### src/rtl/hl_pkg.sv
package hl_pkg;
    // What the previous cycle carried; selects what the outputs show.
    typedef enum logic [1:0] {
        PH_IDLE   = 2'd0,
        PH_LOOKUP = 2'd1,
        PH_INSERT = 2'd2
    } phase_e;
endpackage

### src/rtl/hl_hash.sv
module hl_hash #(
    parameter int KEY_W   = 8,
    parameter int BUCKETS = 3,
    parameter int ROW_W   = 2
) (
    input  logic [KEY_W-1:0] key,
    output logic [ROW_W-1:0] row
);
    localparam logic [KEY_W-1:0] BK = KEY_W'(BUCKETS);
    logic [KEY_W-1:0] rem;

    assign rem = key % BK;
    assign row = rem[ROW_W-1:0];
endmodule

### src/rtl/hl_row_match.sv
module hl_row_match #(
    parameter int KEY_W = 8,
    parameter int VAL_W = 8,
    parameter int LINKS = 2
) (
    input  logic [LINKS-1:0][KEY_W-1:0] row_keys,
    input  logic [LINKS-1:0][VAL_W-1:0] row_vals,
    input  logic [LINKS-1:0]            row_vld,
    input  logic [KEY_W-1:0]            key,
    output logic [LINKS-1:0]            sel,
    output logic [VAL_W-1:0]            value,
    output logic                        hit
);
    logic [LINKS-1:0][VAL_W-1:0] masked;

    // One comparator and one value gate per slot.
    for (genvar s = 0; s < LINKS; s++) begin : g_slot
        assign sel[s]    = row_vld[s] && (row_keys[s] == key);
        assign masked[s] = sel[s] ? row_vals[s] : '0;
    end

    // Bitwise OR across the gated slot values.
    always_comb begin
        value = '0;
        for (int s = 0; s < LINKS; s++) begin
            value = value | masked[s];
        end
    end

    assign hit = |sel;
endmodule

### src/rtl/hl_store.sv
module hl_store #(
    parameter int KEY_W   = 8,
    parameter int VAL_W   = 8,
    parameter int BUCKETS = 3,
    parameter int LINKS   = 2,
    parameter int ROW_W   = 2,
    parameter int SLOT_W  = 1
) (
    input  logic                        clk,
    input  logic                        rst_n,
    input  logic                        we,
    input  logic [ROW_W-1:0]            wr_row,
    input  logic [SLOT_W-1:0]           wr_slot,
    input  logic [KEY_W-1:0]            wr_key,
    input  logic [VAL_W-1:0]            wr_val,
    input  logic [ROW_W-1:0]            a_row,
    input  logic [ROW_W-1:0]            b_row,
    output logic [LINKS-1:0][KEY_W-1:0] a_keys,
    output logic [LINKS-1:0][VAL_W-1:0] a_vals,
    output logic [LINKS-1:0]            a_vld,
    output logic [LINKS-1:0][KEY_W-1:0] b_keys,
    output logic [LINKS-1:0][VAL_W-1:0] b_vals,
    output logic [LINKS-1:0]            b_vld
);
    logic [BUCKETS-1:0][LINKS-1:0][KEY_W-1:0] key_q;
    logic [BUCKETS-1:0][LINKS-1:0][VAL_W-1:0] val_q;
    logic [BUCKETS-1:0][LINKS-1:0]            vld_q;

    // Storage: one register bank per row and slot.
    for (genvar b = 0; b < BUCKETS; b++) begin : g_row
        for (genvar s = 0; s < LINKS; s++) begin : g_slot
            always_ff @(posedge clk) begin
                if (!rst_n) begin
                    key_q[b][s] <= '0;
                    val_q[b][s] <= '0;
                    vld_q[b][s] <= 1'b0;
                end else if (we && wr_row == ROW_W'(b) && wr_slot == SLOT_W'(s)) begin
                    key_q[b][s] <= wr_key;
                    val_q[b][s] <= wr_val;
                    vld_q[b][s] <= 1'b1;
                end
            end
        end
    end

    // Two row read ports: one for lookups, one for inserts.
    assign a_keys = key_q[a_row];
    assign a_vals = val_q[a_row];
    assign a_vld  = vld_q[a_row];
    assign b_keys = key_q[b_row];
    assign b_vals = val_q[b_row];
    assign b_vld  = vld_q[b_row];

    // a refused (full-row) insert or an idle cycle leaves every stored field as it was.
    a_r7_hold_without_write: assert property (@(posedge clk) disable iff (!rst_n)
        !we |=> ($stable(key_q) && $stable(val_q) && $stable(vld_q)));
endmodule

### src/rtl/bucket_cam_lookup.sv
module bucket_cam_lookup #(
    parameter int KEY_W   = 8,
    parameter int VAL_W   = 8,
    parameter int BUCKETS = 3,
    parameter int LINKS   = 2
) (
    input  logic             clk,
    input  logic             rst_n,
    input  logic             lk_valid,
    input  logic [KEY_W-1:0] lk_key,
    input  logic             ins_valid,
    input  logic [KEY_W-1:0] ins_key,
    input  logic [VAL_W-1:0] ins_val,
    output logic             rsp_valid,
    output logic             rsp_hit,
    output logic [VAL_W-1:0] rsp_value,
    output logic             ins_full_err
);
    import hl_pkg::*;

    localparam int ROW_W  = (BUCKETS > 1) ? $clog2(BUCKETS) : 1;
    localparam int SLOT_W = (LINKS > 1) ? $clog2(LINKS) : 1;

    logic [ROW_W-1:0]            lk_row, ins_row;
    logic [LINKS-1:0][KEY_W-1:0] lk_keys, in_keys;
    logic [LINKS-1:0][VAL_W-1:0] lk_vals, in_vals;
    logic [LINKS-1:0]            lk_vld, in_vld;
    logic [LINKS-1:0]            lk_sel, in_sel;
    logic [VAL_W-1:0]            lk_value, in_value_unused;
    logic                        lk_hit, in_hit;
    logic [SLOT_W-1:0]           ins_slot;
    logic                        row_full, we;

    phase_e           phase_q, phase_d;
    logic             hit_q;
    logic [VAL_W-1:0] val_q;
    logic             full_q;

    // Row selection: key modulo BUCKETS, one hash per port.
    hl_hash #(.KEY_W(KEY_W), .BUCKETS(BUCKETS), .ROW_W(ROW_W)) u_hash_lk (
        .key (lk_key),
        .row (lk_row)
    );
    hl_hash #(.KEY_W(KEY_W), .BUCKETS(BUCKETS), .ROW_W(ROW_W)) u_hash_in (
        .key (ins_key),
        .row (ins_row)
    );

    hl_store #(
        .KEY_W(KEY_W), .VAL_W(VAL_W), .BUCKETS(BUCKETS), .LINKS(LINKS),
        .ROW_W(ROW_W), .SLOT_W(SLOT_W)
    ) u_store (
        .clk     (clk),
        .rst_n   (rst_n),
        .we      (we),
        .wr_row  (ins_row),
        .wr_slot (ins_slot),
        .wr_key  (ins_key),
        .wr_val  (ins_val),
        .a_row   (lk_row),
        .b_row   (ins_row),
        .a_keys  (lk_keys),
        .a_vals  (lk_vals),
        .a_vld   (lk_vld),
        .b_keys  (in_keys),
        .b_vals  (in_vals),
        .b_vld   (in_vld)
    );

    // Parallel compare of the lookup row.
    hl_row_match #(.KEY_W(KEY_W), .VAL_W(VAL_W), .LINKS(LINKS)) u_match_lk (
        .row_keys (lk_keys),
        .row_vals (lk_vals),
        .row_vld  (lk_vld),
        .key      (lk_key),
        .sel      (lk_sel),
        .value    (lk_value),
        .hit      (lk_hit)
    );

    // Parallel compare of the insert row (finds an existing copy of the key).
    hl_row_match #(.KEY_W(KEY_W), .VAL_W(VAL_W), .LINKS(LINKS)) u_match_in (
        .row_keys (in_keys),
        .row_vals (in_vals),
        .row_vld  (in_vld),
        .key      (ins_key),
        .sel      (in_sel),
        .value    (in_value_unused),
        .hit      (in_hit)
    );

    // Slot choice: the matching slot if the key exists, else the lowest empty slot.
    // The loop runs downward so that the lowest index is assigned last and wins.
    always_comb begin
        ins_slot = '0;
        for (int s = LINKS - 1; s >= 0; s--) begin
            if (in_hit ? in_sel[s] : !in_vld[s]) ins_slot = SLOT_W'(s);
        end
    end

    assign row_full = !in_hit && (&in_vld);
    assign we       = ins_valid && !row_full;

    // Next phase: an insert takes priority over a lookup in the same cycle.
    always_comb begin
        if (ins_valid)     phase_d = PH_INSERT;
        else if (lk_valid) phase_d = PH_LOOKUP;
        else               phase_d = PH_IDLE;
    end

    // State register, with the lookup result and insert outcome captured beside it.
    always_ff @(posedge clk) begin
        if (!rst_n) begin
            phase_q <= PH_IDLE;
            hit_q   <= 1'b0;
            val_q   <= '0;
            full_q  <= 1'b0;
        end else begin
            phase_q <= phase_d;
            hit_q   <= lk_hit;
            val_q   <= lk_value;
            full_q  <= row_full;
        end
    end

    // Outputs, decoded from the phase.
    always_comb begin
        rsp_valid    = 1'b0;
        rsp_hit      = 1'b0;
        rsp_value    = '0;
        ins_full_err = 1'b0;
        unique case (phase_q)
            PH_IDLE: ;
            PH_LOOKUP: begin
                rsp_valid = 1'b1;
                rsp_hit   = hit_q;
                rsp_value = val_q;
            end
            PH_INSERT: ins_full_err = full_q;
            default: ;
        endcase
    end

    a_r3_resp_needs_lookup: assert property (@(posedge clk) disable iff (!rst_n)
        rsp_valid |-> $past(lk_valid && !ins_valid));
    a_r4_miss_is_zero: assert property (@(posedge clk) disable iff (!rst_n)
        (rsp_valid && !rsp_hit) |-> (rsp_value == '0));
    a_r6_key_once_per_row: assert property (@(posedge clk) disable iff (!rst_n)
        $onehot0(lk_sel));
    a_r7_err_needs_insert: assert property (@(posedge clk) disable iff (!rst_n)
        ins_full_err |-> $past(ins_valid));
    a_r8_insert_drops_lookup: assert property (@(posedge clk) disable iff (!rst_n)
        ins_valid |=> !rsp_valid);
endmodule

### config.mk
export PLATFORM = sky130hd
export DESIGN_NAME = bucket_cam_lookup
export DESIGN_NICKNAME = d
export VERILOG_FILES = /design/src/rtl/hl_pkg.sv /design/src/rtl/hl_hash.sv /design/src/rtl/hl_row_match.sv /design/src/rtl/hl_store.sv /design/src/rtl/bucket_cam_lookup.sv
export SDC_FILE = /design/constraint.sdc
export NUM_CORES = 1
export LEC_CHECK = 0
export ABC_AREA = 1
export BUFFER_PORTS_ARGS = -buffer_cell sky130_fd_sc_hd__buf_4
export CAP_MARGIN = 30
export CORE_ASPECT_RATIO = 1.25
export CORE_UTILIZATION = 60
export DETAILED_ROUTE_END_ITERATION = 16
export PLACE_DENSITY = 0.78
export SLEW_MARGIN = 20
export SYNTH_ARGS = -nofsm -noshare
export SYNTH_HDL_FRONTEND = slang
export SYNTH_SLANG_ARGS = --single-unit
### constraint.sdc
create_clock -name clk -period 6.3 [get_ports clk]
set_input_delay 0 -clock clk [delete_from_list [all_inputs] [get_ports clk]]
set_output_delay 0 -clock clk [all_outputs]
set_load 0.05 [all_outputs]
==> impl_results.md, run 1 <==
- Crit end category: flop
- CP required: 6.60 ns
- Static leakage: 3.98 nW
- Core Area: 0.0118 mm²
- Drc violations: 0
- Power per cell area: 364 mW/mm²
- Post-synthesis async set-or-reset flop share: 0
- Share of cells above drive strength 1: 0.0930
- Placed cell areas: 0.00746 mm²
- CP arrival: 5.67 ns
- Detail-routed via count per cell: 5.39
- DIE WIDTH: 101 µm
- GRT Total Usage: 0.355
- Max_slew headroom: 0.437
- Final Slew Violations: 0
- Slowest cell delay on critical path: 0.53 ns
- Worst skew pair latency: 0.43 ns
- Initial core utilization: 0.625
- Num CTS Buffers: 17
- Final instance area: 0.00824 mm²
- Mapped cell area: 0.00736 mm²
- 1st-iter DRT viols: 609
- H-tree levels: 4
- Cell Rows: 44
- Clk pin slew, worst setup/hold paths: 0.06 ns
- Wire length per cell: 15.1 µm
- Fmax: 0.186 GHz
- Grt total ovfl: 0
- Hold crit path type: primary input to flop
- Initial antenna violation count: 0
- Startpoint types: primary input
- Vias: 7,764
- Gpl congestion: 0.924
- Final setup margin: 0.934 ns
- Time the worst path needs with I/O delays and setup: 5.37 ns
- Commonest non-fill, non-tap cells in the layout: nand2_1 (427), nor2_1 (254), inv_1 (122)
- Post-detailed-route count of antenna-violating nets: 0
- Routed WL: 21,700 µm
- Setup tns final: 0 ns
- Ant. Diodes: 0
- DR pass1 iterations: 7
- Top Usage Layer GRT: met2
- Syn Inst Count: 1,247
- Vias in the first global route: 7,068
- Met2 Use GR: 0.597
- Pwr Total: 3.00 mW
- Crit share post-route: 0.852
- Synth cell types: 36
- CTS Sinks: 114
- Final hold violations: 0
- Input/output buffers: 38
- # fillers: 1,125
- Post-synthesis sequential area ratio: 0.310
- Reg2Reg Depth: 11
- Die Ht: 126 µm
- Synth Flop Type: dfxtp_1
- Multi-input combinational cell area: 0.00416 mm²
- Max IR drop VDD: 0.000232 V
- Area grow syn2layout: 11.9%
- Met1 Use GR: 0.386
- Largest net degree at the start of global routing: 67
- Mapped Nets: 1,279
- Synth top area share: 0.310
- Most used cell along the critical path: nand2_1
- Status: complete, no violations
- Commonest non-fill, non-tap cell in the layout: nand2_1
- Crit path kind: primary input to flop
- CTS max path bufs: 2
- Skew final: 0.0165 ns
- Met3 usage: 0.0705
- Fin Hold WS: 0.0223 ns
- Largest cells by area after synthesis: dfxtp_1 (31%), nand2_1 (22%), nor2_1 (13%), nand3_1 (7.5%), inv_1 (6.2%)
- Unrepaired setup endpoints after global routing: false
- Worst Tran Pin Value: 0.842 ns
- First-pass GRT wire length: 34,600 µm
- Number of flops mapped to enable cells by yosys: 0
- TritonCTS clock tree: done
- Die area: 0.0127 mm²
- Max-Cap Viols: 0
- Hold depth: 3
- Flops & latches, synth: 114
- Mean post-synth cell area: 5.90 µm²
- Final nets: 1,300
- Largest area contributor in the synthesized netlist: dfxtp_1
- CTS Root Cell: clkbuf_16
- Final HPWL DP: 14,300 µm
- Slowest CP cell: nand4_4
- Setup WS pre-CTS: 1.20 ns
- Maximum net fanout on the critical path: 33
- Final setup vio count: 0
- Yosys warns: 0
- Reg area: 0.00228 mm²
- Post-CTS Resized: 0
- Io pins: 39
[cell type report]
cell class	instances	area share
Clock buffer	23	0.0580
Clock inverter	8	0.0126
Inverter	131	0.0597
Multi-Input combinational cell	943	0.504
Sequential cell	114	0.277
Tap cell	161	0.0244
Timing Repair Buffer	61	0.0641
[repair_timing]
action,in CTS,in global routing
endpoints found under the hold margin,74,0
hold buffers,20,0
setup buffers,0,0
endpoints found under the setup margin,0,0
[state kept, by name, indices dropped and copies added (netlist names)]
register       count
u_store.key_q     48
u_store.val_q     48
val_q              8
u_store.vld_q      6
phase_q            2
full_q             1
hit_q              1
[layer usage]
layer | wire (µm) | up-vias
li1 | - | 3910
met1 | 8160 | 3437
met2 | 10400 | 321
met3 | 1550 | 96
met4 | 1580 | 0
met5 | 0 | -
[power breakdown]
| part | internal, mW | switching (mW) | total (mW) |
|---|---|---|---|
| clock network | 0.610 | 0.341 | 0.952 |
| registers | 0.827 | 0.0535 | 0.880 |
| logic | 0.344 | 0.824 | 1.17 |
[stage by stage]
stage / util / instances
3_3_place_gp: 0.631 / 1389
2_1_floorplan: - / 1247
5_1_grt: 0.699 / 1441
4_1_cts: 0.699 / 1441
3_5_place_dp: 0.633 / 1390
6_report: 0.699 / 1441
[logic make-up after synthesis]
family	synth area share
AO/OA/AOI/OAI	0.0608
XOR/XNOR	0.00119
buffers and inverters	0.126
AND/OR/NAND/NOR	0.495
adder cells (fa/ha/maj)	0.00680
flip-flops	0.310
[cells in the mapped netlist (9+ instances only)]
library cell	n
inv_1	122
o21ai_1	9
o21ai_0	44
dfxtp_1	114
nor2_1	254
nand4_1	15
buf_6	23
clkbuf_1	12
a21oi_1	17
nand3_1	110
buf_2	13
nand2_1	428
nand3_2	9
[worst max-delay path, delay by kind of cell]
family | cells | cell delay [ns]
AO/OA/AOI/OAI | 1 | 0.18
buffers and inverters | 7 | 1.09
adder cells (fa/ha/maj) | 2 | 0.38
AND/OR/NAND/NOR | 29 | 3.97
[path summary, 6_finish.rpt]
kind                                                     start                        endpoint  slack (ns)
worst max register to register   u_store.vld_q[4]$_SDFFE_PN0P_  u_store.val_q[34]$_SDFFE_PN0P_        3.71
worst min-delay path                                     rst_n  u_store.key_q[25]$_SDFFE_PN0P_        0.02
worst min register to register  u_store.val_q[14]$_SDFFE_PN0P_  u_store.val_q[14]$_SDFFE_PN0P_        0.48
worst max-delay path                                ins_key[7]  u_store.val_q[34]$_SDFFE_PN0P_        0.93
No activity file was read; power rests on OpenSTA's default activity.
==> inputs of run 2 (changes only) <==
- SYNTH_HIERARCHICAL: not set -> 1
- clock period: 6.3 -> 5 ns (I/O delays scaled with it)
==> impl_results.md, run 2 <==
- Status: complete, no violations
- 1st-iter DRT viols: 553 (-9.2%)
- Top Registers: u_store/key_q: 48 flops, u_store/val_q: 48 flops, val_q: 8 flops
- Worst R2R Start: u_store/vld_q[0]$_SDFFE_PN0P_
- Initial antenna violation count: 0 (unchanged)
- Initial core utilization: 0.623 (-0.00154)
- Largest net degree at the start of global routing: 71 (+6.0%)
- Clock Power Share: 0.358 (+0.041)
- H-tree levels: 4 (unchanged)
- Slowest cell delay on critical path: 0.53 ns (about the same)
- Sequential share of power: 0.299 (+0.006)
- DIE WIDTH: 98.7 µm (-2.4%)
- Switching portion of total power: 0.364 (-0.0426)
- Max_slew headroom: 0.548 (+0.112)
- Final setup margin: 0.426 ns (-0.508 ns)
- Die area: 0.0121 mm² (-4.7%)
- Final nets: 1,264 (-2.8%)
- Detail-routed via count per cell: 5.24 (-2.8%)
- Commonest non-fill, non-tap cell in the layout: nand2_1
- Static leakage: 4.22 nW (+6.1%)
- Most used cell along the critical path: nand2_1
- Slowest CP cell: dlygate4sd3_1
- Routed WL: 19,000 µm (-13%)
- Area grow syn2layout: 17.7%
- Hold crit path type: primary input to flop
- Cell internal pwr: 2.27 mW (+27%)
- Worst skew pair latency: 0.42 ns (about the same)
- Crit end category: flop
- Clk pin slew, worst setup/hold paths: 0.05 ns (about the same)
- Vias: 7,230 (-6.9%)
- GRT Total Usage: 0.326 (-0.0294)
- Final hold violations: 0 (unchanged)
- CTS Sinks: 114 (unchanged)
- Post-detailed-route count of antenna-violating nets: 0 (unchanged)
- Die Ht: 123 µm (-2.4%)
- Commonest non-fill, non-tap cells in the layout: nand2_1 (282), nor2_1 (221), inv_1 (196)
- TritonCTS clock tree: done
- Final setup vio count: 0 (unchanged)
- Final HPWL DP: 11,900 µm (-17%)
- Vias in the first global route: 6,447 (-8.8%)
- Gpl congestion: 0.870 (-5.8%)
- Fmax: 0.219 GHz
- Worst Tran Pin Value: 0.677 ns (-0.165 ns)
- Time the worst path needs with I/O delays and setup: 4.57 ns
- DR pass1 iterations: 11 (+4)
- Io pins: 39 (unchanged)
- Power per cell area: 432 mW/mm² (+19%)
- Num CTS Buffers: 17 (unchanged)
- Final Util: 0.734 (+0.0346)
- CTS max path bufs: 2 (unchanged)
- Max-Cap Viols: 0 (unchanged)
- Share of cells above drive strength 1: 0.112 (+0.0187)
- Comb pwr share: 0.344 (-0.045)
- Mean post-synth cell area: 5.87 µm² (-0.65%)
- Skew final: 0.00822 ns (-0.00825 ns)
- Drc violations: 0 (unchanged)
- CP required: 5.31 ns (-1.29 ns)
- CP Launch Point: ins_key[3]
- Crit path kind: primary input to flop
- Mapped cell area: 0.00701 mm² (-4.8%)
- Core Area: 0.0112 mm² (-4.6%)
- Fin Hold WS: 0.0131 ns (-0.00914 ns)
- Syn Inst Count: 1,195 (-4.2%)
- Input/output buffers: 38 (unchanged)
- CTS Root Cell: clkbuf_16
- Maximum net fanout on the critical path: 19 (-42%)
- Crit share post-route: 0.915
- HP Start: ins_key[6]
- Max IR drop VDD: 0.000257 V (+11%)
- Ant. Diodes: 0 (unchanged)
- CP arrival: 4.89 ns (-0.78 ns)
- Final Slew Violations: 0 (unchanged)
- Mapped Nets: 1,227 (-4.1%)
- Startpoint types: primary input
- Yosys warns: 6 (+6)
- Setup WS pre-CTS: -0.118 ns (-1.32 ns)
- First-pass GRT wire length: 30,600 µm (-11%)
- Cell Rows: 43 (-2.3%)
- Grt total ovfl: 0 (unchanged)
- Net switching power: 1.30 mW (+6.4%)
- Wire length per cell: 13.7 µm (-8.8%)
## run 2: per-layer routing
layer  wire [µm]  part of all wire  GRT usage  vias up
met1        7720              0.41      0.376     3162
met5           0                 0          0        -
li1            -                 -          -     3736
met2        8940              0.47      0.551      261
met3        1200             0.063     0.0581       71
met4        1100             0.058      0.224        0
## run 2: critical path, delay by kind of cell
kind            cells  cell delay [ns]
compound gates      2             0.50
fa+ha+maj           2             0.36
buf+inv            11             1.85
simple gates       22             2.15
## run 2: stage by stage
stage / total power [mW] / std cells / instance area, µm² / setup TNS, ns
after floorplan: 1.93 / 1195 / 7010 / 0
after global placement: 2.20 / 1324 / 7330 / 0
after detailed placement: 2.22 / 1325 / 7360 / -3.20
after CTS: 3.51 / 1375 / 8160 / 0
after global routing: 3.78 / 1380 / 8250 / -0.232
final: 3.57 / 1380 / 8250 / 0
## run 2: path summary, 6_finish.rpt
check	endpoint	cells after the start	slack, ns
setup reg to reg	u_store/key_q[1]$_SDFFE_PN0P_	18	2.26
setup / recovery	u_store/key_q[1]$_SDFFE_PN0P_	37	0.43
hold / removal	u_store/key_q[22]$_SDFFE_PN0P_	5	0.01
hold reg to reg	u_store/val_q[21]$_SDFFE_PN0P_	2	0.47
## run 2: layout make-up
cell class,count,area (µm²)
multi-input cells,816,3690
repair buffers,79,721
clock inverters,10,156
inverters,204,769
clock buffers,22,464
flip-flops and latches,114,2280
well taps,135,169
fillers,971,2990
## run 2: power by group through the flow
stage | Sequential (mW) | Clock [mW] | Combinational [mW]
floorplan | 1.07 | 0 | 0.860
global placement | 1.08 | 0 | 1.12
detailed placement | 1.08 | 0 | 1.14
CTS | 1.06 | 1.29 | 1.16
global route | 1.08 | 1.34 | 1.37
finish | 1.06 | 1.28 | 1.22
## run 2: timing repair
action | CTS | global route
setup endpoints to repair | 0 | 102
hold buffers | 18 | 0
hold endpoints to repair | 79 | 0
setup buffers | 0 | 5
resized for setup | 0 | 5
==> inputs of run 3 (changes only) <==
- CTS_CLUSTER_DIAMETER: not set -> 80
- HOLD_SLACK_MARGIN: not set -> 0.05
==> impl_results.md, run 3 (same netlist as run 2, synthesis figures left out) <==
- Status: complete, no violations
- Core Area: 0.0112 mm² (unchanged)
- Area grow syn2layout: 17.9%
- Final hold violations: 0 (unchanged)
- CP arrival: 4.90 ns (about the same)
- Clk pin slew, worst setup/hold paths: 0.05 ns (about the same)
- Slowest cell delay on critical path: 0.53 ns (about the same)
- Maximum net fanout on the critical path: 19 (unchanged)
- Wire length per cell: 13.7 µm (-0.39%)
- Reg2Reg Depth: 18 (unchanged)
- Startpoint types: primary input
- Input/output buffers: 38 (unchanged)
- Die Ht: 123 µm (unchanged)
- Grt total ovfl: 0 (unchanged)
- CTS max path bufs: 2 (unchanged)
- DR pass1 iterations: 7 (-4)
- CTS Sinks: 114 (unchanged)
- Max_slew headroom: 0.554 (+0.00518)
- Commonest non-fill, non-tap cells in the layout: nand2_1 (282), nor2_1 (221), inv_1 (196)
- Skew final: 0.00821 ns (-0.0000177 ns)
- Ant. Diodes: 0 (unchanged)
- Crit end category: flop
- GRT Total Usage: 0.327 (+0.00111)
- Worst Tran Pin Value: 0.670 ns (-0.00777 ns)
- Worst R2R Start: u_store/vld_q[0]$_SDFFE_PN0P_
- Reg-to-reg setup timing slack: 2.27 ns (about the same)
- # fillers: 972 (+0.10%)
- Placed cell areas: 0.00736 mm² (unchanged)
- 1st-iter DRT viols: 587 (+6.1%)
- Hold depth: 8 (+3)
- Routed WL: 18,900 µm (-0.32%)
- H-tree levels: 4 (unchanged)
- Static leakage: 4.22 nW (about the same)
- Slowest CP cell: dlygate4sd3_1
- Share of cells above drive strength 1: 0.112 (about the same)
- Cell Rows: 43 (unchanged)
- Time the worst path needs with I/O delays and setup: 4.60 ns (+0.0209 ns)
- Max-Cap Viols: 0 (unchanged)
- Drc violations: 0 (unchanged)
- DIE WIDTH: 98.7 µm (unchanged)
- Most used cell along the critical path: nand2_1
- Worst skew pair latency: 0.42 ns (about the same)
- Io pins: 39 (unchanged)
- Final Slew Violations: 0 (unchanged)
- Final nets: 1,265 (+0.079%)
- HP Start: lk_key[7]
- Commonest non-fill, non-tap cell in the layout: nand2_1
- TritonCTS clock tree: done
- Gpl congestion: 0.870 (unchanged)
- Worst hold endpoint: hit_q$_SDFF_PN0_
- Top Registers: u_store/key_q: 48 flops, u_store/val_q: 48 flops, val_q: 8 flops
- Vias: 7,228 (-0.028%)
- Initial antenna violation count: 0 (unchanged)
- CP Launch Point: ins_key[3]
- Fmax: 0.218 GHz (-0.45%)
- Post-detailed-route count of antenna-violating nets: 0 (unchanged)
- CTS Root Cell: clkbuf_16
- First-pass GRT wire length: 30,700 µm (+0.29%)
- Num CTS Buffers: 17 (unchanged)
- Max IR drop VDD: 0.000258 V (about the same)
- Initial core utilization: 0.623 (unchanged)
- CP required: 5.31 ns (about the same)
- Detail-routed via count per cell: 5.23 (-0.10%)
- Final instance area: 0.00826 mm² (+0.12%)
- Setup tns final: 0 ns (unchanged)
- Hold crit path type: primary input to flop
- Final HPWL DP: 11,900 µm (unchanged)
- Crit path kind: primary input to flop
- Die area: 0.0121 mm² (unchanged)
- Power per cell area: 431 mW/mm² (-0.14%)
- RR Endpoint: u_store/key_q[1]$_SDFFE_PN0P_
- Final setup vio count: 0 (unchanged)
- Vias in the first global route: 6,473 (+0.40%)
- Buf/Inv on CP: 11 (unchanged)
- Crit share post-route: 0.919 (+0.00417)
- Largest net degree at the start of global routing: 71 (unchanged)
- CP top delay family: simple AND/OR/NAND/NOR gates
## run 3: cell count changes in the layout (fill, tap and decap cells not counted), sizes merged
cell / delta
dlygate4sd3: +1
## run 3: area by class of cell
cell class | instances | area [µm²] | share of cell area
multi-input cells | 816 | 3690 | 0.447
flip-flops and latches | 114 | 2280 | 0.276
inverters | 204 | 769 | 0.0931
repair buffers | 80 | 731 | 0.0884
clock buffers | 22 | 464 | 0.0562
well taps | 135 | 169 | 0.0204
clock inverters | 10 | 156 | 0.0189
## run 3: power breakdown
part / switching [mW] / leakage [nW] / internal, mW
Clock: 0.419 / 0.304 / 0.856
Sequential: 0.0444 / 0.926 / 1.02
Combinational: 0.832 / 2.99 / 0.393
Total: 1.30 / 4.22 / 2.27
## run 3: what timing repair did
action | 4_1_cts | 5_1_grt
gates resized for setup | 0 | 5
hold buffers | 19 | 0
setup endpoints to repair | 0 | 102
hold endpoints to repair | 93 | 0
buffers inserted | 0 | 5
## run 3: how the worst max path moves through the flow
stage,to,slack [ns],cells past startpoint
6_report,u_store/key_q[1]$_SDFFE_PN0P_,0.40,37
2_1_floorplan,u_store/key_q[22]$_SDFFE_PN0P_,0.98,39
3_3_place_gp,u_store/val_q[23]$_SDFFE_PN0P_,0.1,36
5_1_grt,u_store/val_q[1]$_SDFFE_PN0P_,-0.03,37
4_1_cts,u_store/val_q[16]$_SDFFE_PN0P_,0.04,33
3_5_place_dp,u_store/val_q[16]$_SDFFE_PN0P_,-0.12,36
## run 3: worst register-to-register path, delay by kind of cell, from the launching register on
family,cells,cell delay (ns)
AND/OR/NAND/NOR,10,1.07
flip-flops,1,0.30
AO/OA/AOI/OAI,4,0.61
buffers and inverters,4,0.64
## run 3: metrics by stage
step	std cells	hold slack, ns	utilization	power [mW]	setup WS, ns
6_report	1381	0.228	0.735	3.56	0.405
3_3_place_gp	1324	0.192	0.652	2.20	0.0952
5_1_grt	1381	0.261	0.735	3.78	-0.0332
3_5_place_dp	1325	0.192	0.654	2.22	-0.118
2_1_floorplan	1195	0.0715	-	1.93	0.981
4_1_cts	1376	0.178	0.726	3.51	0.0408
## run 3: routing by layer
layer | track usage | part of all wire
met3 | 0.0592 | 0.061
met4 | 0.219 | 0.058
met2 | 0.556 | 0.47
met5 | 0 | 0
met1 | 0.377 | 0.41
